--- config.mk ---
export PLATFORM = sky130hd
export DESIGN_NAME = hsb_slave
export DESIGN_NICKNAME = d
export VERILOG_FILES = /design/src/rtl/hsb_pkg.sv /design/src/rtl/hsb_decode.sv /design/src/rtl/hsb_regfile.sv /design/src/rtl/hsb_lock.sv /design/src/rtl/hsb_handshake.sv /design/src/rtl/hsb_slave.sv
export SDC_FILE = /design/constraint.sdc
export NUM_CORES = 1
export LEC_CHECK = 0
export ABC_AREA = 1
export BUFFER_PORTS_ARGS = -buffer_cell sky130_fd_sc_hd__buf_2
export CORE_MARGIN = 5
export CORE_UTILIZATION = 50
export DETAILED_ROUTE_END_ITERATION = 6
export GPL_ROUTABILITY_DRIVEN = 0
export MAX_ROUTING_LAYER = met4
export PLACE_DENSITY = 0.78
export SETUP_SLACK_MARGIN = 0.4
export SYNTH_ARGS = -nofsm -noshare
export SYNTH_HDL_FRONTEND = slang
export SYNTH_SLANG_ARGS = --single-unit
export TNS_END_PERCENT = 20
--- constraint.sdc ---
create_clock -name clk -period 4.8 [get_ports clk]
set_clock_uncertainty 0.2 [all_clocks]
set_input_delay 0.48 -clock clk [delete_from_list [all_inputs] [get_ports clk]]
set_output_delay 0.48 -clock clk [all_outputs]
set_load 0.01 [all_outputs]
--- src/rtl/hsb_pkg.sv ---
package hsb_pkg;

    localparam int ADDR_W = 18;
    localparam int DATA_W = 16;
    localparam int LANES  = DATA_W / 8;

    typedef enum logic [1:0] {
        CYC_READ       = 2'b00,
        CYC_READ_PAUSE = 2'b01,
        CYC_WRITE_WORD = 2'b10,
        CYC_WRITE_BYTE = 2'b11
    } cyc_e;

    typedef enum logic [1:0] {
        ST_IDLE = 2'd0,
        ST_HOLD = 2'd1,
        ST_ACK  = 2'd2
    } hs_state_e;

    typedef struct packed {
        cyc_e              cyc;
        logic [ADDR_W-1:0] addr;
        logic [DATA_W-1:0] wdata;
    } bus_req_t;

    function automatic logic cyc_is_write(cyc_e c);
        return c == CYC_WRITE_WORD || c == CYC_WRITE_BYTE;
    endfunction

    function automatic logic cyc_is_rmw(cyc_e c);
        return c == CYC_READ_PAUSE;
    endfunction

    // Lane enables: bit 0 covers data bits 7:0, bit 1 covers data bits 15:8.
    function automatic logic [LANES-1:0] lane_mask(cyc_e c, logic hi_lane);
        logic [LANES-1:0] m;
        m = '0;
        if (c == CYC_WRITE_WORD) begin
            m = '1;
        end else if (c == CYC_WRITE_BYTE) begin
            m = hi_lane ? LANES'(2'b10) : LANES'(2'b01);
        end
        return m;
    endfunction

endpackage

--- src/rtl/hsb_decode.sv ---
module hsb_decode
    import hsb_pkg::*;
#(
    parameter logic [ADDR_W-1:0] BASE_ADDR = 18'h3FF00,
    parameter int                WORDS     = 8,
    localparam int               IDX_W     = $clog2(WORDS)
) (
    input  logic [ADDR_W-1:0] addr,
    output logic              hit,
    output logic [IDX_W-1:0]  idx,
    output logic              hi_lane
);
    localparam int TAG_LO = IDX_W + 1;

    always_comb begin
        hit     = addr[ADDR_W-1:TAG_LO] == BASE_ADDR[ADDR_W-1:TAG_LO];
        idx     = addr[IDX_W:1];
        hi_lane = addr[0];
    end

endmodule

--- src/rtl/hsb_regfile.sv ---
module hsb_regfile
    import hsb_pkg::*;
#(
    parameter int  WORDS = 8,
    localparam int IDX_W = $clog2(WORDS)
) (
    input  logic                    clk,
    input  logic                    rst,
    input  logic [LANES-1:0]        wr_lanes,
    input  logic [IDX_W-1:0]        idx,
    input  logic [DATA_W-1:0]       wdata,
    output logic [DATA_W-1:0]       rd_word,
    output logic [WORDS*DATA_W-1:0] store_view
);
    logic [DATA_W-1:0] words [WORDS];

    for (genvar w = 0; w < WORDS; w++) begin : g_word
        for (genvar b = 0; b < LANES; b++) begin : g_lane
            always_ff @(posedge clk) begin
                if (rst) begin
                    words[w][b*8 +: 8] <= '0;
                end else if (wr_lanes[b] && idx == IDX_W'(w)) begin
                    words[w][b*8 +: 8] <= wdata[b*8 +: 8];
                end
            end
        end
        assign store_view[w*DATA_W +: DATA_W] = words[w];
    end

    assign rd_word = words[idx];

endmodule

--- src/rtl/hsb_lock.sv ---
module hsb_lock #(
    parameter int IDX_W = 3
) (
    input  logic             clk,
    input  logic             rst,
    input  logic             bus_init,
    input  logic             set_lock,
    input  logic             wr_done,
    input  logic [IDX_W-1:0] idx,
    output logic             blocked,
    output logic             lock_valid
);
    logic [IDX_W-1:0] lock_idx;

    always_ff @(posedge clk) begin
        if (rst || bus_init) begin
            lock_valid <= 1'b0;
            lock_idx   <= '0;
        end else if (set_lock) begin
            lock_valid <= 1'b1;
            lock_idx   <= idx;
        end else if (wr_done && lock_valid && lock_idx == idx) begin
            lock_valid <= 1'b0;
        end
    end

    assign blocked = lock_valid && lock_idx == idx;

endmodule

--- src/rtl/hsb_handshake.sv ---
module hsb_handshake
    import hsb_pkg::*;
(
    input  logic clk,
    input  logic rst,
    input  logic msync,
    input  logic hit,
    input  logic is_rmw,
    input  logic blocked,
    output logic fire,
    output logic ssync
);
    hs_state_e state, state_nx;
    logic      msync_q;
    logic      start;

    assign start = msync && !msync_q && hit;

    always_comb begin
        state_nx = state;
        fire     = 1'b0;
        unique case (state)
            ST_IDLE: begin
                if (start) begin
                    if (is_rmw && blocked) begin
                        state_nx = ST_HOLD;
                    end else begin
                        fire     = 1'b1;
                        state_nx = ST_ACK;
                    end
                end
            end
            ST_HOLD: begin
                if (!msync) begin
                    state_nx = ST_IDLE;
                end else if (!blocked) begin
                    fire     = 1'b1;
                    state_nx = ST_ACK;
                end
            end
            ST_ACK: begin
                if (!msync) state_nx = ST_IDLE;
            end
            default: state_nx = ST_IDLE;
        endcase
    end

    always_ff @(posedge clk) begin
        if (rst) begin
            state   <= ST_IDLE;
            msync_q <= 1'b0;
        end else begin
            state   <= state_nx;
            msync_q <= msync;
        end
    end

    assign ssync = state == ST_ACK;

endmodule

--- src/rtl/hsb_slave.sv ---
module hsb_slave
    import hsb_pkg::*;
#(
    parameter logic [17:0] BASE_ADDR = 18'h3FF00,
    parameter int          WORDS     = 8
) (
    input  logic        clk,
    input  logic        rst,
    input  logic        bus_init,
    input  logic        ac_low,
    input  logic        dc_low,
    input  logic        msync,
    input  logic [17:0] addr,
    input  logic [1:0]  ctl,
    input  logic [15:0] wdata,
    output logic [15:0] rdata,
    output logic        ssync
);
    localparam int IDX_W = $clog2(WORDS);

    bus_req_t                req;
    logic                    hit, hi_lane, fire, blocked, lock_valid, power_fail;
    logic [IDX_W-1:0]        idx;
    logic [LANES-1:0]        wr_lanes;
    logic [DATA_W-1:0]       rd_word;
    logic [DATA_W-1:0]       rdata_q;
    logic [WORDS*DATA_W-1:0] store_view;

    assign req.cyc   = cyc_e'(ctl);
    assign req.addr  = addr;
    assign req.wdata = wdata;

    assign power_fail = ac_low || dc_low;

    hsb_decode #(.BASE_ADDR(BASE_ADDR), .WORDS(WORDS)) u_decode (
        .addr    (req.addr),
        .hit     (hit),
        .idx     (idx),
        .hi_lane (hi_lane)
    );

    hsb_handshake u_hs (
        .clk     (clk),
        .rst     (rst),
        .msync   (msync),
        .hit     (hit),
        .is_rmw  (cyc_is_rmw(req.cyc)),
        .blocked (blocked),
        .fire    (fire),
        .ssync   (ssync)
    );

    assign wr_lanes = (fire && !power_fail) ? lane_mask(req.cyc, hi_lane) : '0;

    hsb_regfile #(.WORDS(WORDS)) u_regs (
        .clk        (clk),
        .rst        (rst),
        .wr_lanes   (wr_lanes),
        .idx        (idx),
        .wdata      (req.wdata),
        .rd_word    (rd_word),
        .store_view (store_view)
    );

    hsb_lock #(.IDX_W(IDX_W)) u_lock (
        .clk        (clk),
        .rst        (rst),
        .bus_init   (bus_init),
        .set_lock   (fire && cyc_is_rmw(req.cyc)),
        .wr_done    (fire && cyc_is_write(req.cyc)),
        .idx        (idx),
        .blocked    (blocked),
        .lock_valid (lock_valid)
    );

    always_ff @(posedge clk) begin
        if (rst) begin
            rdata_q <= '0;
        end else if (fire && !cyc_is_write(req.cyc)) begin
            rdata_q <= rd_word;
        end
    end

    assign rdata = rdata_q;

endmodule

Word-level counts from Yosys, hierarchy flattened
Memory sizes are Yosys's and may differ from the RTL's. A register that Yosys moved wholly into a read port is not among the register bits.
Index checks and enable logic that the tools add are counted.
{"block": "op_classes", "eq_ne": 17, "mux": 83, "n_reduce_logical": 36, "bitwise_logic": 16}
{"operator": "two-way mux 8 bit", "n": 16}
{"operator": "two-way mux 1 bit", "n": 56}
{"operator": "logical AND 1 bit", "n": 26}
{"operator": "two-way mux 2 bit", "n": 9}
{"operator": "bitwise OR 1 bit", "n": 16}
{"operator": "equality test 14 bit, second input constant", "n": 1}
{"operator": "equality test 3 bit, second input constant", "n": 4}
{"operator": "equality test 2 bit, second input constant", "n": 3}
{"operator": "equality test 3 x 2 -> 1 bit, second input constant", "n": 2}
{"operator": "one-hot mux 2 bit (3 select lines)", "n": 1}
{"operator": "equality test 2 x 1 -> 1 bit, second input constant", "n": 2}
{"operator": "equality test 3 x 1 -> 1 bit, second input constant", "n": 1}
{"operator": "equality test 3 bit", "n": 1}
{"operator": "zero test 1 bit", "n": 3}
{"operator": "zero test 3 bit", "n": 1}
{"operator": "logical OR 1 bit", "n": 3}
{"operator": "inequality test 3 bit, second input constant", "n": 1}
{"operator": "AND reduction 3 bit", "n": 1}
{"operator": "zero test 2 bit", "n": 1}
{"operator": "inequality test 2 x 1 -> 1 bit, second input constant", "n": 1}
{"operator": "inequality test 2 bit, second input constant", "n": 1}
{"operator": "one-hot mux 1 bit (2 select lines)", "n": 1}
{"operator": "nonzero test 2 bit", "n": 1}
{"block": "word_totals", "reg_bits": 7, "ram_bits": 128, "n_memories": 1, "output_inout_bits": 17}
{"name": "u_regs.words", "depth": 8, "width": 16, "rd": 1, "rd_ports_with_merged_regs": 1, "wr": 8, "line": "hsb_regfile.sv:15", "text": "logic [DATA_W-1:0] words [WORDS];"}

Depth between registers and ports, before layout
{"block": "logic_depth", "depth_word": 13, "depth_mapped": 12, "ltp_nobuf": 11}

Modules after synthesis
Synthesis repeated with hierarchy kept, for this count alone.
{"block": "hier_totals", "cells_unflattened": 894, "area_unflattened_um2": 7529.7}
{"mod": "hsb_regfile", "n_inst": 1, "cells_per_inst": 699, "seq_area_each_um2": 3843.7, "area_per_inst_um2": 6238.5}
{"mod": "hsb_slave", "n_inst": 1, "cells_per_inst": 117, "seq_area_each_um2": 320.3, "area_per_inst_um2": 817.0}
{"mod": "hsb_lock", "n_inst": 1, "cells_per_inst": 30, "seq_area_each_um2": 80.1, "area_per_inst_um2": 205.2}
{"mod": "hsb_handshake", "n_inst": 1, "cells_per_inst": 29, "seq_area_each_um2": 60.1, "area_per_inst_um2": 182.7}
{"mod": "hsb_decode", "n_inst": 1, "cells_per_inst": 19, "seq_area_each_um2": 0.0, "area_per_inst_um2": 86.3}

Worst setup path before layout
Ideal clock, no wire load.
{"block": "synth_path", "path_type": "input-to-reg", "from": "input port dc_low", "to": "memory u_regs.words[0][10], enable pin", "path_stages": 4, "t_arrival_ps": 1681, "setup_ps": 329, "path_buffers": 1, "required_time_ps": 4271, "setup_slack_ps": 2590, "path_cell_list": "nor2_1 -> buf_2 -> nand4_2 -> nand2_1"}
{"item": "start: declaration", "line": "hsb_slave.sv:11", "text": "input logic dc_low,"}
{"item": "end: declaration", "line": "hsb_regfile.sv:15"}

==> flow_summary.toml <==
[worst_setup_path]
path_max_fanout = 23
endpoint_kind = "register"
cp_common_cell = "nand2_1"
path_cells = "buf_2 -> inv_2 -> nand2_1 -> nand2_1 -> nor2_2 -> nand3_1 -> nand3_1 -> nand2_2 -> nand4_1 -> nand2_1"
timing.critical_path.buf_inv = 2
cp_slowest_stage_delay_ns = 0.50
cp_data_required_time_ns = 4.68
rrSetupSlack_ns = 2.12
path_class = "primary input to register"
start_kind = "primary input"
cp_top_family = "simple AND/OR/NAND/NOR gates"
crit_path_top_delay_cell = "nand2_2"
worstPathArrival_ns = 2.84

[timing]
tns_ns = 0
setup_viol = 0
rsz0062_at_grt = "false"
fmaxAchievable_mhz = 337
finalHoldViolCount = 0
relSlewSlack = 0.257
post-route-period-util = 0.617
worst_pin_slew_ns = 1.11
finalMaxSlewViolations = 0
min_period_ns = 2.96

[route]
drc = 0
routedWlPerCell_um = 18.7
first_pass_iters = 6
drt_iter0_drc = 859
drt_wl_total_um = 17100
final_antenna_net_count = 0
route.vias.total = 5386
via_per_inst = 5.87

[run_status]
outcome = "finished, final reports clean"

[clock_network]
numCtsBuffers = 17
worst_skew_pair.late_latency_ns = 0.42
cts-hold-fix-buffers = 0
clock_path_buffers = 2
cts_sinks = 151
cts_tree = "yes"
clock-root-buffer = "clkbuf_16"
clkTransAtPathRegs_ns = 0.06
htree_levels = 4
cts_resized = 0
postCtsSetupBuffers = 0

[logic_synthesis]
synth_top_cell_by_area = "edfxtp_1"
synthFlopType = "edfxtp_1"
netlist.area_leader.share = 0.562
syn-num-nets = 728
yosysMostFrequentCell = "nand2_1"
synth.area.top_cells = "edfxtp_1, nor3_1, nand2_1, dfxtp_1, a22oi_1"
synth-warning-count = 0
synth_edf_count = 128
seq_area_frac_synth = 0.629
synth_area_mm2 = 0.00684
async_flop_share = 0
yosys-top-cells-count = "nand2_1, edfxtp_1, nor3_1, nor2_1, inv_1"
synth.distinct_cells = 22
ys_ff_latch = 151
syn-mean-instance-area_um2 = 9.97
syn_inst = 686

[cells_and_area]
regArea_mm2 = 0.00430
fill_cells = 1099
syn2layout_area_growth_pct = 13.9
antennaDiodeCount = 0
multi_input_area_mm2 = 0.00223
final_util = 0.584
layout-drive-gt1-share = 0.158
fin_nets = 770
finalNonFillerCells = 917

[power]
leakage_nw = 3.11
p_per_area_mw_per_mm2 = 368
ir_drop_mv = 0.251

[global_route]
grt-ovfl-total = 0
grt_start_max_net_pins = 70
grt_pass1_vias = 5026
track_usage = 0.221
antenna_found_initial = 0
grt_pass1_wl_um = 26800

[die]
core_area_mm2 = 0.0133
die-area_mm2 = 0.0161
start_util = 0.513
die_w_um = 127
ios = 59
std_cell_rows = 42
die_h_um = 127

[min_path]
min_path_type = "primary input to register"

[placed_design]
numPlacedInstances = 885
hpwl_um = 11400
port-buffer-count = 58

[job]
drv_cap = 0
-- worst register-to-register path: stages, from the launching register on --
cell,delay (ns)
dfxtp_1,0.29
inv_1,0.04
nand2_1,0.04
nor2_1,0.09
nand2_1,0.06
nor2_1,0.12
nand3_1,0.13
nand2_2,0.50
nand4_1,0.47
nand2_1,0.39
-- final timing paths --
kind	startpoint	cells past startpoint	endpoint
setup / recovery	addr[3]	10	u_regs.words[4][6]$_SDFFCE_PN0P_
hold / removal	msync	3	u_hs.msync_q$_SDFF_PP0_
setup reg to reg	u_hs.msync_q$_SDFF_PP0_	9	u_regs.words[4][6]$_SDFFCE_PN0P_
hold reg to reg	rdata[9]$_SDFFE_PP0P_	2	rdata[9]$_SDFFE_PP0P_
-- metrics by stage --
stage / power (mW) / setup WS, ns / hold WS, ns / instance area, µm²
2_1_floorplan: 1.59 / 2.59 / 0.241 / 6840
3_3_place_gp: 1.65 / 1.57 / 0.256 / 7230
3_5_place_dp: 1.66 / 1.48 / 0.261 / 7230
4_1_cts: 2.86 / 1.88 / 0.110 / 7790
5_1_grt: 2.95 / 1.67 / 0.108 / 7790
6_report: 2.87 / 1.84 / 0.116 / 7790
-- cells by family after synthesis --
group / share of synthesized area
buffers and inverters: 0.0452
and+or+nand+nor: 0.271
DFF: 0.629
AOI/OAI and AO/OA: 0.0549
-- per-layer routing --
layer	up-vias	share of wire	wire length (µm)	GRT usage
li1	2511	-	-	-
met1	2508	0.40	6880	0.288
met2	317	0.47	8100	0.335
met3	50	0.098	1690	0.0492
met4	0	0.027	465	0.101
met5	-	0	0	-
-- final cells by class --
class	count	share of cell area
timing repair buffer	63	0.0424
multi-input combinational	456	0.287
clock inverter	7	0.00530
sequential	151	0.552
tap	176	0.0283
inverter	39	0.0188
clock buffer	25	0.0663
-- report_power, final --
part | internal (mW) | switching [mW]
Combinational | 0.0392 | 0.139
Clock | 0.743 | 0.489
Sequential | 1.45 | 0.0106
Total | 2.23 | 0.638
-- layout by cell type (no fill, tap or decap) --
master / count
clkbuf_8: 4
nand2_1: 170
inv_2: 3
buf_2: 57
nand2_2: 2
o21a_1: 1
dfxtp_1: 23
nor2_2: 4
nand4_2: 15
edfxtp_1: 128
nor2_1: 55
a21oi_1: 5
clkinvlp_4: 1
nand3_1: 7
o21ai_0: 17
clkinv_4: 1
nand4_1: 18
a22oi_1: 32
nor3_1: 128
clkbuf_16: 18
a21oi_2: 1
a221oi_1: 1
clkinv_2: 5
inv_1: 36
clkbuf_1: 3
buf_4: 6
-- state kept, by name, indices dropped and copies added (netlist names) --
signal,count
u_regs.words,128
rdata,16
u_lock.lock_idx,3
u_hs.state,2
u_hs.msync_q,1
u_lock.lock_valid,1
No activity file was read; power rests on OpenSTA's default activity.
